File: config.mk
export PLATFORM = sky130hd
export DESIGN_NAME = rtmr_channel
export DESIGN_NICKNAME = d
export VERILOG_FILES = /design/src/rtl/rtmr_pkg.sv /design/src/rtl/rtmr_regs.sv /design/src/rtl/rtmr_core.sv /design/src/rtl/rtmr_outctl.sv /design/src/rtl/rtmr_channel.sv
export SDC_FILE = /design/constraint.sdc
export NUM_CORES = 1
export LEC_CHECK = 0
export BUFFER_PORTS_ARGS = -buffer_cell sky130_fd_sc_hd__buf_2
export CORE_ASPECT_RATIO = 1.5
export CORE_MARGIN = 4
export CORE_UTILIZATION = 53
export CTS_BUF_LIST = sky130_fd_sc_hd__clkbuf_8
export DETAILED_ROUTE_END_ITERATION = 16
export GPL_TIMING_DRIVEN = 0
export HOLD_SLACK_MARGIN = 0.06
export PLACE_DENSITY_LB_ADDON = 0.05
export SLEW_MARGIN = 20
export SYNTH_ARGS = -nofsm -noshare
export SYNTH_HDL_FRONTEND = slang
export SYNTH_SLANG_ARGS = --single-unit
File: constraint.sdc
create_clock -name clk -period 2.3 [get_ports clk]
set_input_delay 0.115 -clock clk [delete_from_list [all_inputs] [get_ports clk]]
set_output_delay 0.115 -clock clk [all_outputs]
set_load 0.02 [all_outputs]
File: src/rtl/rtmr_pkg.sv
package rtmr_pkg;

  typedef enum logic {
    MODE_TIMER = 1'b0,
    MODE_EVENT = 1'b1
  } rtmr_mode_e;

  // bit 0 mode, bit 1 up, bit 2 event source B
  typedef struct packed {
    logic       trig_b;
    logic       dir_up;
    rtmr_mode_e mode;
  } rtmr_cfg_t;

  localparam int CFG_W    = 3;
  localparam int CTRL_W   = 2;
  localparam int ADR_CTRL = 0;
  localparam int ADR_MODE = 1;
  localparam int ADR_CNT  = 2;

endpackage

File: src/rtl/rtmr_regs.sv
module rtmr_regs
  import rtmr_pkg::*;
#(
  parameter int CW = 16,
  parameter int AW = 2
) (
  input  logic          clk,
  input  logic          rst_n,
  input  logic          bus_wr,
  input  logic          bus_rd,
  input  logic [AW-1:0] bus_addr,
  input  logic [CW-1:0] bus_wdata,
  input  logic [CW-1:0] cnt_q,
  input  logic          ev_uflow,
  input  logic          ev_oflow,
  output logic          start_q,
  output logic          cut_en_q,
  output rtmr_cfg_t     cfg_q,
  output logic [CW-1:0] reload_q,
  output logic          ld_stop,
  output logic [CW-1:0] bus_rdata
);

  logic sel_ctrl, sel_mode, sel_cnt;

  assign sel_ctrl = (bus_addr == AW'(ADR_CTRL));
  assign sel_mode = (bus_addr == AW'(ADR_MODE));
  assign sel_cnt  = (bus_addr == AW'(ADR_CNT));

  // a reload write while stopped also presets the count
  assign ld_stop = bus_wr && sel_cnt && !start_q;

  always_ff @(posedge clk or negedge rst_n) begin
    if (!rst_n) begin
      start_q  <= 1'b0;
      cut_en_q <= 1'b0;
      cfg_q    <= '0;
      reload_q <= '0;
    end else if (bus_wr) begin
      if (sel_ctrl) begin
        start_q  <= bus_wdata[0];
        cut_en_q <= bus_wdata[1];
      end
      if (sel_mode && !start_q) begin
        cfg_q <= rtmr_cfg_t'(bus_wdata[CFG_W-1:0]);
      end
      if (sel_cnt) begin
        reload_q <= bus_wdata;
      end
    end
  end

  function automatic logic [CW-1:0] f_count_view(
    input logic [CW-1:0] cnt,
    input logic          uf,
    input logic          of
  );
    if (of)      return '0;
    else if (uf) return '1;
    else         return cnt;
  endfunction

  always_comb begin
    bus_rdata = '0;
    if (bus_rd) begin
      if (sel_ctrl)      bus_rdata = {{(CW-CTRL_W){1'b0}}, cut_en_q, start_q};
      else if (sel_mode) bus_rdata = {{(CW-CFG_W){1'b0}}, cfg_q};
      else if (sel_cnt)  bus_rdata = f_count_view(cnt_q, ev_uflow, ev_oflow);
    end
  end

endmodule

File: src/rtl/rtmr_core.sv
module rtmr_core
  import rtmr_pkg::*;
#(
  parameter int CW = 16
) (
  input  logic          clk,
  input  logic          rst_n,
  input  logic          start,
  input  rtmr_cfg_t     cfg,
  input  logic [CW-1:0] reload,
  input  logic          ld_stop,
  input  logic [CW-1:0] ld_val,
  input  logic          tick_en,
  input  logic          evt_a,
  input  logic          evt_b,
  output logic [CW-1:0] cnt_q,
  output logic          step,
  output logic          ev_uflow,
  output logic          ev_oflow,
  output logic          uflow_q,
  output logic          oflow_q
);

  logic going_up;
  logic src;

  function automatic logic f_at_floor(input logic [CW-1:0] c);
    return (c == '0);
  endfunction

  function automatic logic f_at_ceil(input logic [CW-1:0] c);
    return (&c);
  endfunction

  function automatic logic [CW-1:0] f_next(input logic [CW-1:0] c, input logic up);
    return up ? (c + CW'(1)) : (c - CW'(1));
  endfunction

  assign going_up = (cfg.mode == MODE_EVENT) && cfg.dir_up;

  always_comb begin
    if (cfg.mode == MODE_TIMER) src = tick_en;
    else                        src = cfg.trig_b ? evt_b : evt_a;
  end

  assign step     = start && src;
  assign ev_uflow = step && !going_up && f_at_floor(cnt_q);
  assign ev_oflow = step &&  going_up && f_at_ceil(cnt_q);

  always_ff @(posedge clk or negedge rst_n) begin
    if (!rst_n) begin
      cnt_q   <= '0;
      uflow_q <= 1'b0;
      oflow_q <= 1'b0;
    end else begin
      uflow_q <= ev_uflow;
      oflow_q <= ev_oflow;
      if (ld_stop)                    cnt_q <= ld_val;
      else if (ev_uflow || ev_oflow)  cnt_q <= reload;
      else if (step)                  cnt_q <= f_next(cnt_q, going_up);
    end
  end

endmodule

File: src/rtl/rtmr_outctl.sv
module rtmr_outctl (
  input  logic clk,
  input  logic rst_n,
  input  logic wrap,
  input  logic cut_en,
  input  logic emerg_n,
  output logic pulse_q,
  output logic oe
);

  always_ff @(posedge clk or negedge rst_n) begin
    if (!rst_n)    pulse_q <= 1'b0;
    else if (wrap) pulse_q <= ~pulse_q;
  end

  // cutoff path is purely combinational so it acts without a clock
  assign oe = !(cut_en && !emerg_n);

endmodule

File: src/rtl/rtmr_channel.sv
module rtmr_channel
  import rtmr_pkg::*;
#(
  parameter int CW = 16,
  parameter int AW = 2
) (
  input  logic          clk,
  input  logic          rst_n,
  input  logic          bus_wr,
  input  logic          bus_rd,
  input  logic [AW-1:0] bus_addr,
  input  logic [CW-1:0] bus_wdata,
  output logic [CW-1:0] bus_rdata,
  input  logic          tick_en,
  input  logic          evt_a,
  input  logic          evt_b,
  input  logic          emerg_n,
  output logic          uflow,
  output logic          oflow,
  output logic          pulse_out,
  output logic          pulse_oe
);

  logic          start_q;
  logic          cut_en_q;
  rtmr_cfg_t     cfg_q;
  logic [CW-1:0] reload_q;
  logic          ld_stop;
  logic [CW-1:0] cnt_q;
  logic          step;
  logic          ev_uflow;
  logic          ev_oflow;
  logic          wrap;

  rtmr_regs #(.CW(CW), .AW(AW)) u_regs (
    .clk       (clk),
    .rst_n     (rst_n),
    .bus_wr    (bus_wr),
    .bus_rd    (bus_rd),
    .bus_addr  (bus_addr),
    .bus_wdata (bus_wdata),
    .cnt_q     (cnt_q),
    .ev_uflow  (ev_uflow),
    .ev_oflow  (ev_oflow),
    .start_q   (start_q),
    .cut_en_q  (cut_en_q),
    .cfg_q     (cfg_q),
    .reload_q  (reload_q),
    .ld_stop   (ld_stop),
    .bus_rdata (bus_rdata)
  );

  rtmr_core #(.CW(CW)) u_core (
    .clk      (clk),
    .rst_n    (rst_n),
    .start    (start_q),
    .cfg      (cfg_q),
    .reload   (reload_q),
    .ld_stop  (ld_stop),
    .ld_val   (bus_wdata),
    .tick_en  (tick_en),
    .evt_a    (evt_a),
    .evt_b    (evt_b),
    .cnt_q    (cnt_q),
    .step     (step),
    .ev_uflow (ev_uflow),
    .ev_oflow (ev_oflow),
    .uflow_q  (uflow),
    .oflow_q  (oflow)
  );

  assign wrap = ev_uflow || ev_oflow;

  rtmr_outctl u_out (
    .clk     (clk),
    .rst_n   (rst_n),
    .wrap    (wrap),
    .cut_en  (cut_en_q),
    .emerg_n (emerg_n),
    .pulse_q (pulse_out),
    .oe      (pulse_oe)
  );

endmodule

==> summary.json, run 1 <==
{
  "outcome": "finished, violations left",
  "failed_checks": "setup timing",
  "layout.cells.non_filler": 446,
  "postRouteAntennaNets": 0,
  "cp-endpoint": "u_core.cnt_q[11]",
  "drc": 0,
  "postSynthNetCount": 349,
  "first_global_vias": 2752,
  "synth_warnings": 0,
  "cp.arrival_ps": 2600,
  "worst_setup_path_end_kind": "register",
  "synth-main-ff-cell": "sky130_fd_sc_hd__dfrtp_1",
  "chipHeight_um": 97.0,
  "power.density_cell_area_nw_per_um2": 1320,
  "synth_area_um2": 2800,
  "drv.max_cap_violation_count": 0,
  "clkTransAtPathRegs_ps": 90,
  "final_layout_fill_cell_count": 463,
  "timing.critical_path.required_ps": 2500,
  "r2r_slack_ps": -100,
  "die_width_um": 67.3,
  "clock_path_buffers": 2,
  "synth_sequential_area_ratio_pct": 35.8,
  "dpl.hpwl_um": 5600,
  "io-pin-count": 46,
  "worstSetupStartpoint": "u_regs.cfg_q[0]",
  "start_kind": "register",
  "route.detailed.wl_per_inst_um": 18.8,
  "worstReg2RegEnd": "u_core.cnt_q[11]",
  "synth_cell_type_count": 48,
  "finalWirelength_um": 8370,
  "count_of_port_buffers_added_during_placement": 45,
  "crit_type": "reg2reg",
  "worst_pin_slew_ps": 926,
  "starting_density_pct": 54.6,
  "worstSkewPairLatency_ps": 300,
  "total_of_endpoints_with_negative_setup_slack_in_the_final_report": 6,
  "synth.avg_cell_area_um2": 9.14,
  "crit_path_max_fanout": 6,
  "max_freq_mhz": 417,
  "drv_slew": 0,
  "placement.setup.worst_slack_ps": -426,
  "synth-async-reset-ratio_pct": 100,
  "mapped_cells": 306,
  "post_synth_main_area_contributors": "sky130_fd_sc_hd__dfrtp_1 36%, sky130_fd_sc_hd__mux2_2 7.6%, sky130_fd_sc_hd__ha_1 7.2%",
  "post_route_cells_drive_above_1_share_pct": 34.1,
  "synth.ff_latch_count": 40,
  "r2r_start": "u_regs.cfg_q[0]",
  "cts_tree": "done",
  "clock_tree.root_cell": "sky130_fd_sc_hd__clkbuf_8",
  "dieArea_um2": 6530,
  "grt_max_degree": 41,
  "drt-pass1-iter-count": 4,
  "final_min_period_over_clock_period_pct": 104,
  "count_of_flip_flops_with_a_built_in_enable_after_synthesis": 0,
  "timing.final.ws_setup_ps": -100,
  "numClockSinks": 40,
  "global_route_wire_length_before_repair_um": 13000,
  "synth_top_area_cell": "sky130_fd_sc_hd__dfrtp_1",
  "cts_inserted_buffers": 5,
  "htreeDepth": 2,
  "syn2layout_area_growth_pct": 26.4,
  "synth_top_cell_area_share_pct": 35.8,
  "dr.first_iter.drc_count": 166,
  "gr_ovfl_total": 0,
  "post_drt_via_cell_ratio": 6.11,
  "gpl.final_weighted_congestion": 0.896,
  "holdCritPathClass": "in2reg",
  "grt_setup_unrepaired": "true",
  "worst_voltage_drop_across_the_vdd_grid_uv": 699,
  "design.final.nets": 420,
  "grt_antenna_before_repair": 0,
  "max-slew-margin-rel_pct": 38.2,
  "finalHoldViolCount": 0,
  "numPlacedInstances": 419,
  "power_leakage_nw": 1.59,
  "antenna_cells_inserted": 0,
  "globalRouteTotalUtil_pct": 25.8,
  "floorplan.rows": 32,
  "post-route-min-period_ps": 2400,
  "design.core.area_um2": 5120,
  "fin_skew_ps": 11.1,
  "worst_r2r_path_depth": 10,
  "vias": 2726
}
==> worst min-delay path by stage <==
stage,start,end,slack [ps],cells past startpoint
after floorplan,rst_n,u_core.cnt_q[0],-180,0
after CTS,bus_wdata[6],u_regs.reload_q[6],60,2
final,bus_wdata[6],u_regs.reload_q[6],60,2
after global placement,rst_n,u_regs.reload_q[15],300,1
after global routing,bus_wdata[11],u_regs.reload_q[11],70,2
after detailed placement,rst_n,u_regs.reload_q[15],300,1
==> worst max-delay path: stages (launching register included) <==
cell,delay (ps)
sky130_fd_sc_hd__dfrtp_2,460
sky130_fd_sc_hd__nand2_4,130
sky130_fd_sc_hd__buf_6,150
sky130_fd_sc_hd__ha_2,320
sky130_fd_sc_hd__o21ai_1,170
sky130_fd_sc_hd__nor2_1,90
sky130_fd_sc_hd__o31ai_2,340
sky130_fd_sc_hd__nand2_2,160
sky130_fd_sc_hd__xnor2_2,180
sky130_fd_sc_hd__o21ai_0,90
sky130_fd_sc_hd__a21o_1,180
==> layer usage <==
| layer | share of wire, % | GRT usage, % | vias to the layer above |
|---|---|---|---|
| met1 | 39 | 32.3 | 1345 |
| li1 | - | - | 1265 |
| met3 | 4.8 | 4.07 | 29 |
| met2 | 52 | 42.6 | 87 |
| met5 | 0 | 0 | - |
| met4 | 4.0 | 11.3 | 0 |
==> kinds of logic after synthesis <==
| logic type | count (synthesis) | share of synthesized area [%] |
|---|---|---|
| xor+xnor | 12 | 3.76 |
| fa+ha+maj | 17 | 7.87 |
| simple gates | 91 | 17.1 |
| mux | 23 | 9.08 |
| buf+inv | 21 | 3.76 |
| flops | 40 | 35.8 |
| compound gates | 102 | 22.7 |
==> registers in the layout, summed over array words and instances (netlist names) <==
signal	count
u_core.cnt_q	16
u_core.oflow_q	1
u_core.uflow_q	1
u_out.pulse_q	1
u_regs.cfg_q	3
u_regs.cut_en_q	1
u_regs.reload_q	16
u_regs.start_q	1
==> Yosys cell counts, types with 3 or more instances <==
cell                        n
sky130_fd_sc_hd__a211oi_1  10
sky130_fd_sc_hd__a21o_1     5
sky130_fd_sc_hd__a21oi_1   33
sky130_fd_sc_hd__a31oi_1    4
sky130_fd_sc_hd__and2_1     7
sky130_fd_sc_hd__and3_1     4
sky130_fd_sc_hd__buf_6      3
sky130_fd_sc_hd__clkbuf_1   7
sky130_fd_sc_hd__dfrtp_1   40
sky130_fd_sc_hd__ha_1      16
sky130_fd_sc_hd__inv_1      9
sky130_fd_sc_hd__mux2_2    19
sky130_fd_sc_hd__mux2i_1    4
sky130_fd_sc_hd__nand2_1   19
sky130_fd_sc_hd__nand2b_1   4
sky130_fd_sc_hd__nand3_1    7
sky130_fd_sc_hd__nand4_1    4
sky130_fd_sc_hd__nor2_1    20
sky130_fd_sc_hd__nor2b_1    4
sky130_fd_sc_hd__nor3_1     5
sky130_fd_sc_hd__nor3b_1    3
sky130_fd_sc_hd__nor4_1     4
sky130_fd_sc_hd__o21a_1    15
sky130_fd_sc_hd__o21ai_0   19
sky130_fd_sc_hd__or3_1      4
sky130_fd_sc_hd__xnor2_1    7
sky130_fd_sc_hd__xor2_1     5
==> metrics by stage <==
stage,power (mW),util (%),setup TNS (ps),hold slack (ps),cell area [um2]
2_1_floorplan,2.96,-,0,-181,2800
3_3_place_gp,3.44,60.7,-3010,295,3110
3_5_place_dp,3.49,60.7,-2700,298,3110
4_1_cts,4.15,65.3,0,62.5,3350
5_1_grt,5.01,69.0,-2110,65.7,3540
6_report,4.66,69.0,-242,60.8,3540
==> report_power, final <==
group / switching, mW / internal, mW / leakage, nW / total, mW
clock: 0.264 / 0.240 / 0.0510 / 0.504
sequential: 0.331 / 0.933 / 0.468 / 1.26
combinational: 1.51 / 1.39 / 1.07 / 2.89
==> cell type report <==
type / instances / area [um2] / area share, %
plain buffers: 12 / 76.3 / 2.16
clock buffers: 6 / 82.6 / 2.34
clock inverters: 2 / 10.0 / 0.283
inverters: 9 / 33.8 / 0.955
multi-input cells: 246 / 1850 / 52.4
flip-flops and latches: 40 / 1010 / 28.6
well taps: 68 / 85.1 / 2.41
repair buffers: 63 / 387 / 10.9
==> repair_timing <==
action | 4_1_cts | 5_1_grt
hold endpoints to repair | 43 | 0
endpoints found under the setup margin | 28 | 28
resized for setup | 16 | 30
buffers inserted | 4 | 10
hold buffers | 4 | 0
gates cloned | 1 | 0
pin swaps | 3 | 10
==> cell usage in the layout, fill, tap and decap left out, types with 4 or more instances in the layout <==
cell | netlist | layout
sky130_fd_sc_hd__a31oi_1 | 4 | 4
sky130_fd_sc_hd__and3_1 | 4 | 4
sky130_fd_sc_hd__a21o_1 | 5 | 5
sky130_fd_sc_hd__mux2_2 | 19 | 19
sky130_fd_sc_hd__clkbuf_1 | 7 | 5
sky130_fd_sc_hd__a211oi_1 | 10 | 7
sky130_fd_sc_hd__dfrtp_1 | 40 | 33
sky130_fd_sc_hd__dfrtp_2 | 0 | 7
sky130_fd_sc_hd__inv_1 | 9 | 9
sky130_fd_sc_hd__nand3_1 | 7 | 5
sky130_fd_sc_hd__clkbuf_8 | 0 | 6
sky130_fd_sc_hd__nand2b_1 | 4 | 4
sky130_fd_sc_hd__dlygate4sd3_1 | 0 | 4
sky130_fd_sc_hd__and2_1 | 7 | 7
sky130_fd_sc_hd__o21ai_0 | 19 | 17
sky130_fd_sc_hd__buf_6 | 3 | 4
sky130_fd_sc_hd__nor2_1 | 20 | 19
sky130_fd_sc_hd__xor2_1 | 5 | 5
sky130_fd_sc_hd__ha_1 | 16 | 12
sky130_fd_sc_hd__buf_2 | 0 | 46
sky130_fd_sc_hd__xnor2_1 | 7 | 6
sky130_fd_sc_hd__o21a_1 | 15 | 15
sky130_fd_sc_hd__or3_1 | 4 | 4
sky130_fd_sc_hd__a21oi_1 | 33 | 32
sky130_fd_sc_hd__nand4_1 | 4 | 4
sky130_fd_sc_hd__nand2_1 | 19 | 17
sky130_fd_sc_hd__buf_4 | 1 | 13
sky130_fd_sc_hd__nor3_1 | 5 | 5
Power figures use the tool's default switching activity.
==> inputs of run 2 (changes only) <==
--- a/config.mk
+++ b/config.mk
@@ -14,6 +14,7 @@
 export GPL_TIMING_DRIVEN = 0
 export HOLD_SLACK_MARGIN = 0.06
 export PLACE_DENSITY_LB_ADDON = 0.05
+export RECOVER_POWER = 50
 export SLEW_MARGIN = 20
 export SYNTH_ARGS = -nofsm -noshare
 export SYNTH_HDL_FRONTEND = slang
==> run 2 against run 1 <==
The run still ends with setup timing left; wire length is 0.55% lower; utilization is 0.17 points lower; critical path depth stayed put; largest cell class unchanged.
==> summary.json, run 2 (synthesis gave the netlist of run 1 again) <==
{
  "design.final.nets": {"value": 420, "change": "unchanged"},
  "grt_setup_unrepaired": {"value": "true", "change": "unchanged"},
  "cpMaxStageDelayCell": {"value": "sky130_fd_sc_hd__dfrtp_2", "change": "unchanged"},
  "globalRouteTotalUtil": {"value": 25.8, "unit": "%", "change": "unchanged"},
  "power.clock.fraction": {"value": 10.8, "unit": "%", "change": "about the same"},
  "postRouteAntennaNets": {"value": 0, "change": "unchanged"},
  "worst_setup_path_end_kind": {"value": "register", "change": "unchanged"},
  "dpl.hpwl": {"value": 5600, "unit": "um", "change": "unchanged"},
  "design.core.area": {"value": 5120, "unit": "um2", "change": "unchanged"},
  "numPlacedInstances": {"value": 419, "change": "unchanged"},
  "layout_commonest_cell": {"value": "sky130_fd_sc_hd__buf_2", "change": "unchanged"},
  "io-pin-count": {"value": 46, "change": "unchanged"},
  "worst_voltage_drop_across_the_vdd_grid": {"value": 699, "unit": "uV", "change": "about the same"},
  "global_route_wire_length_before_repair": {"value": 13000, "unit": "um", "change": "unchanged"},
  "die_width": {"value": 67.3, "unit": "um", "change": "unchanged"},
  "route.detailed.wl_per_inst": {"value": 18.7, "unit": "um", "change": "was 18.8 um"},
  "clock_path_buffers": {"value": 2, "change": "unchanged"},
  "crit_type": {"value": "reg2reg", "change": "unchanged"},
  "max_freq": {"value": 416, "unit": "MHz", "change": "was 417 MHz"},
  "htreeDepth": {"value": 2, "change": "unchanged"},
  "drv.max_cap_violation_count": {"value": 0, "change": "unchanged"},
  "max-slew-margin-rel": {"value": 31.3, "unit": "%", "change": "was 38.2%"},
  "cp.arrival": {"value": 2600, "unit": "ps", "change": "about the same"},
  "timing.critical_path.buf_inv": {"value": 1, "change": "unchanged"},
  "outcome": {"value": "finished, violations left", "change": "unchanged"},
  "vias": {"value": 2717, "change": "was 2726"},
  "finalWirelength": {"value": 8330, "unit": "um", "change": "was 8370 um"},
  "beginning_of_the_worst_hold_path": {"value": "bus_wdata[6]", "change": "unchanged"},
  "crit_chain": {"value": "nand2_4 > buf_6 > ha_2 > o21ai_1 > nor2_1 > o31ai_2 > nand2_2 > xnor2_2 > o21ai_0 > a21o_1", "change": "unchanged"},
  "timing.critical_path.required": {"value": 2500, "unit": "ps", "change": "about the same"},
  "gpl.final_weighted_congestion": {"value": 0.896, "change": "unchanged"},
  "worstSkewPairLatency": {"value": 300, "unit": "ps", "change": "about the same"},
  "drc": {"value": 0, "change": "unchanged"},
  "cts_tree": {"value": "done", "change": "unchanged"},
  "crit_path_max_fanout": {"value": 6, "change": "unchanged"},
  "drv_slew": {"value": 0, "change": "unchanged"},
  "cts_inserted_buffers": {"value": 5, "change": "unchanged"},
  "clkTransAtPathRegs": {"value": 90, "unit": "ps", "change": "about the same"},
  "failed_checks": {"value": "setup timing", "change": "unchanged"},
  "dieArea": {"value": 6530, "unit": "um2", "change": "unchanged"},
  "power.share.combinational": {"value": 62.1, "unit": "%", "change": "about the same"},
  "gr_ovfl_total": {"value": 0, "change": "unchanged"},
  "critPathTopFamily": {"value": "compound AO/OA/AOI/OAI gates", "change": "unchanged"},
  "grt_antenna_before_repair": {"value": 0, "change": "unchanged"},
  "drt-pass1-iter-count": {"value": 5, "change": "was 4"},
  "numClockSinks": {"value": 40, "change": "unchanged"},
  "total_switching_power": {"value": 2.10, "unit": "mW", "change": "about the same"},
  "first_global_vias": {"value": 2752, "change": "unchanged"},
  "post_route_cells_drive_above_1_share": {"value": 32.5, "unit": "%", "change": "was 34.1%"},
  "worst_pin_slew": {"value": 1030, "unit": "ps", "change": "was 926 ps"},
  "antenna_cells_inserted": {"value": 0, "change": "unchanged"},
  "start_kind": {"value": "register", "change": "unchanged"},
  "most-common-layout-cells": {"value": "40 x sky130_fd_sc_hd__buf_2, 33 x sky130_fd_sc_hd__dfrtp_1, 32 x sky130_fd_sc_hd__a21oi_1", "change": "was 46 x sky130_fd_sc_hd__buf_2, 33 x sky130_fd_sc_hd__dfrtp_1, 32 x sky130_fd_sc_hd__a21oi_1"},
  "total_of_endpoints_with_negative_setup_slack_in_the_final_report": {"value": 5, "change": "was 6"},
  "clock_tree.root_cell": {"value": "sky130_fd_sc_hd__clkbuf_8", "change": "unchanged"},
  "fin_skew": {"value": 11.1, "unit": "ps", "change": "about the same"},
  "layout.cells.non_filler": {"value": 446, "change": "unchanged"},
  "holdCritPathClass": {"value": "in2reg", "change": "unchanged"},
  "sw_frac_of_total": {"value": 45.1, "unit": "%", "change": "about the same"},
  "starting_density": {"value": 54.6, "unit": "%", "change": "unchanged"},
  "dr.first_iter.drc_count": {"value": 162, "change": "was 166"},
  "syn2layout_area_growth": {"value": 26.1, "unit": "%", "change": "was 26.4%"},
  "power.density_cell_area": {"value": 1320, "unit": "nW/um2", "change": "about the same"},
  "finalHoldViolCount": {"value": 0, "change": "unchanged"},
  "reg_top3": {"value": "u_core.cnt_q x16, u_regs.reload_q x16, u_regs.cfg_q x3", "change": "unchanged"},
  "post-route-min-period": {"value": 2400, "unit": "ps", "change": "about the same"},
  "cellInternalPower": {"value": 2.56, "unit": "mW", "change": "about the same"},
  "count_of_port_buffers_added_during_placement": {"value": 45, "change": "unchanged"},
  "r2r_start": {"value": "u_regs.cfg_q[0]", "change": "unchanged"},
  "final_min_period_over_clock_period": {"value": 104, "unit": "%", "change": "about the same"},
  "pwr-share-seq": {"value": 27.1, "unit": "%", "change": "about the same"},
  "floorplan.rows": {"value": 32, "change": "unchanged"},
  "post_drt_via_cell_ratio": {"value": 6.09, "change": "was 6.11"},
  "chipHeight": {"value": 97.0, "unit": "um", "change": "unchanged"},
  "worstSetupStartpoint": {"value": "u_regs.cfg_q[0]", "change": "unchanged"},
  "cpPeakStageDelay": {"value": 460, "unit": "ps", "change": "about the same"},
  "grt_max_degree": {"value": 41, "change": "unchanged"},
  "fin_worst_hold_slack": {"value": 61.2, "unit": "ps", "change": "was 60.8 ps"},
  "timing.final.ws_setup": {"value": -101, "unit": "ps", "change": "was -100 ps"},
  "power_leakage": {"value": 1.57, "unit": "nW", "change": "was 1.59 nW"}
}
==> run 2: final timing paths <==
path / depth (start not counted) / to / slack [ps]
hold / removal: 2 / u_regs.reload_q[6] / 60
setup reg to reg: 10 / u_core.cnt_q[11] / -100
setup / recovery: 10 / u_core.cnt_q[11] / -100
max in group asynchronous: 2 / u_core.cnt_q[4] / 1060
hold reg to reg: 1 / u_out.pulse_q / 480
min in group asynchronous: 2 / u_regs.reload_q[15] / 520
==> run 2: worst register-to-register path, stage by stage, from the launching register on <==
cell and delay (ps):
sky130_fd_sc_hd__dfrtp_2 460, sky130_fd_sc_hd__nand2_4 140, sky130_fd_sc_hd__buf_6 160, sky130_fd_sc_hd__ha_2 330, sky130_fd_sc_hd__o21ai_1 170, sky130_fd_sc_hd__nor2_1 90, sky130_fd_sc_hd__o31ai_2 340, sky130_fd_sc_hd__nand2_2 160
sky130_fd_sc_hd__xnor2_2 180, sky130_fd_sc_hd__o21ai_0 90, sky130_fd_sc_hd__a21o_1 180
==> run 2: cell type report <==
type / instances / area [um2]
fillers: 469 / 1600
inverters: 9 / 33.8
flip-flops and latches: 40 / 1010
multi-input cells: 246 / 1850
well taps: 68 / 85.1
plain buffers: 12 / 76.3
clock inverters: 2 / 10.0
repair buffers: 63 / 380
clock buffers: 6 / 82.6
==> run 2: through the flow <==
| step | worst slack, ps | util (%) | setup TNS, ps | total power [mW] | cell area, um2 |
|---|---|---|---|---|---|
| 5_1_grt | -174 | 68.8 | -2120 | 5.01 | 3530 |
| 6_report | -101 | 68.8 | -244 | 4.66 | 3530 |
| 4_1_cts | 5.72 | 65.3 | 0 | 4.15 | 3350 |
| 2_1_floorplan | 46.4 | - | 0 | 2.96 | 2800 |
| 3_5_place_dp | -426 | 60.7 | -2700 | 3.49 | 3110 |
| 3_3_place_gp | -435 | 60.7 | -3010 | 3.44 | 3110 |
==> run 2: repair_timing <==
item,in CTS,in global routing
gates resized for setup,16,30
endpoints found under the hold margin,43,0
hold buffers,4,0
setup endpoints to repair,28,28
pin swaps,3,10
setup buffers,4,10
cloned,1,0
==> run 2: power groups by stage <==
stage / Combinational [mW] / Clock (mW) / Sequential, mW
after CTS: 2.42 / 0.509 / 1.22
final: 2.89 / 0.502 / 1.26
after detailed placement: 2.27 / 0 / 1.22
after global placement: 2.23 / 0 / 1.21
after floorplan: 1.85 / 0 / 1.11
after global routing: 3.19 / 0.536 / 1.28
==> run 2: per-layer routing <==
metal	wire length [um]	global-route usage, %	part of all wire [%]	up-vias
met2	4390	42.6	53	72
li1	-	-	-	1267
met1	3290	32.3	40	1355
met5	0	0	0	-
met4	287	11.3	3.4	0
met3	355	4.07	4.3	23
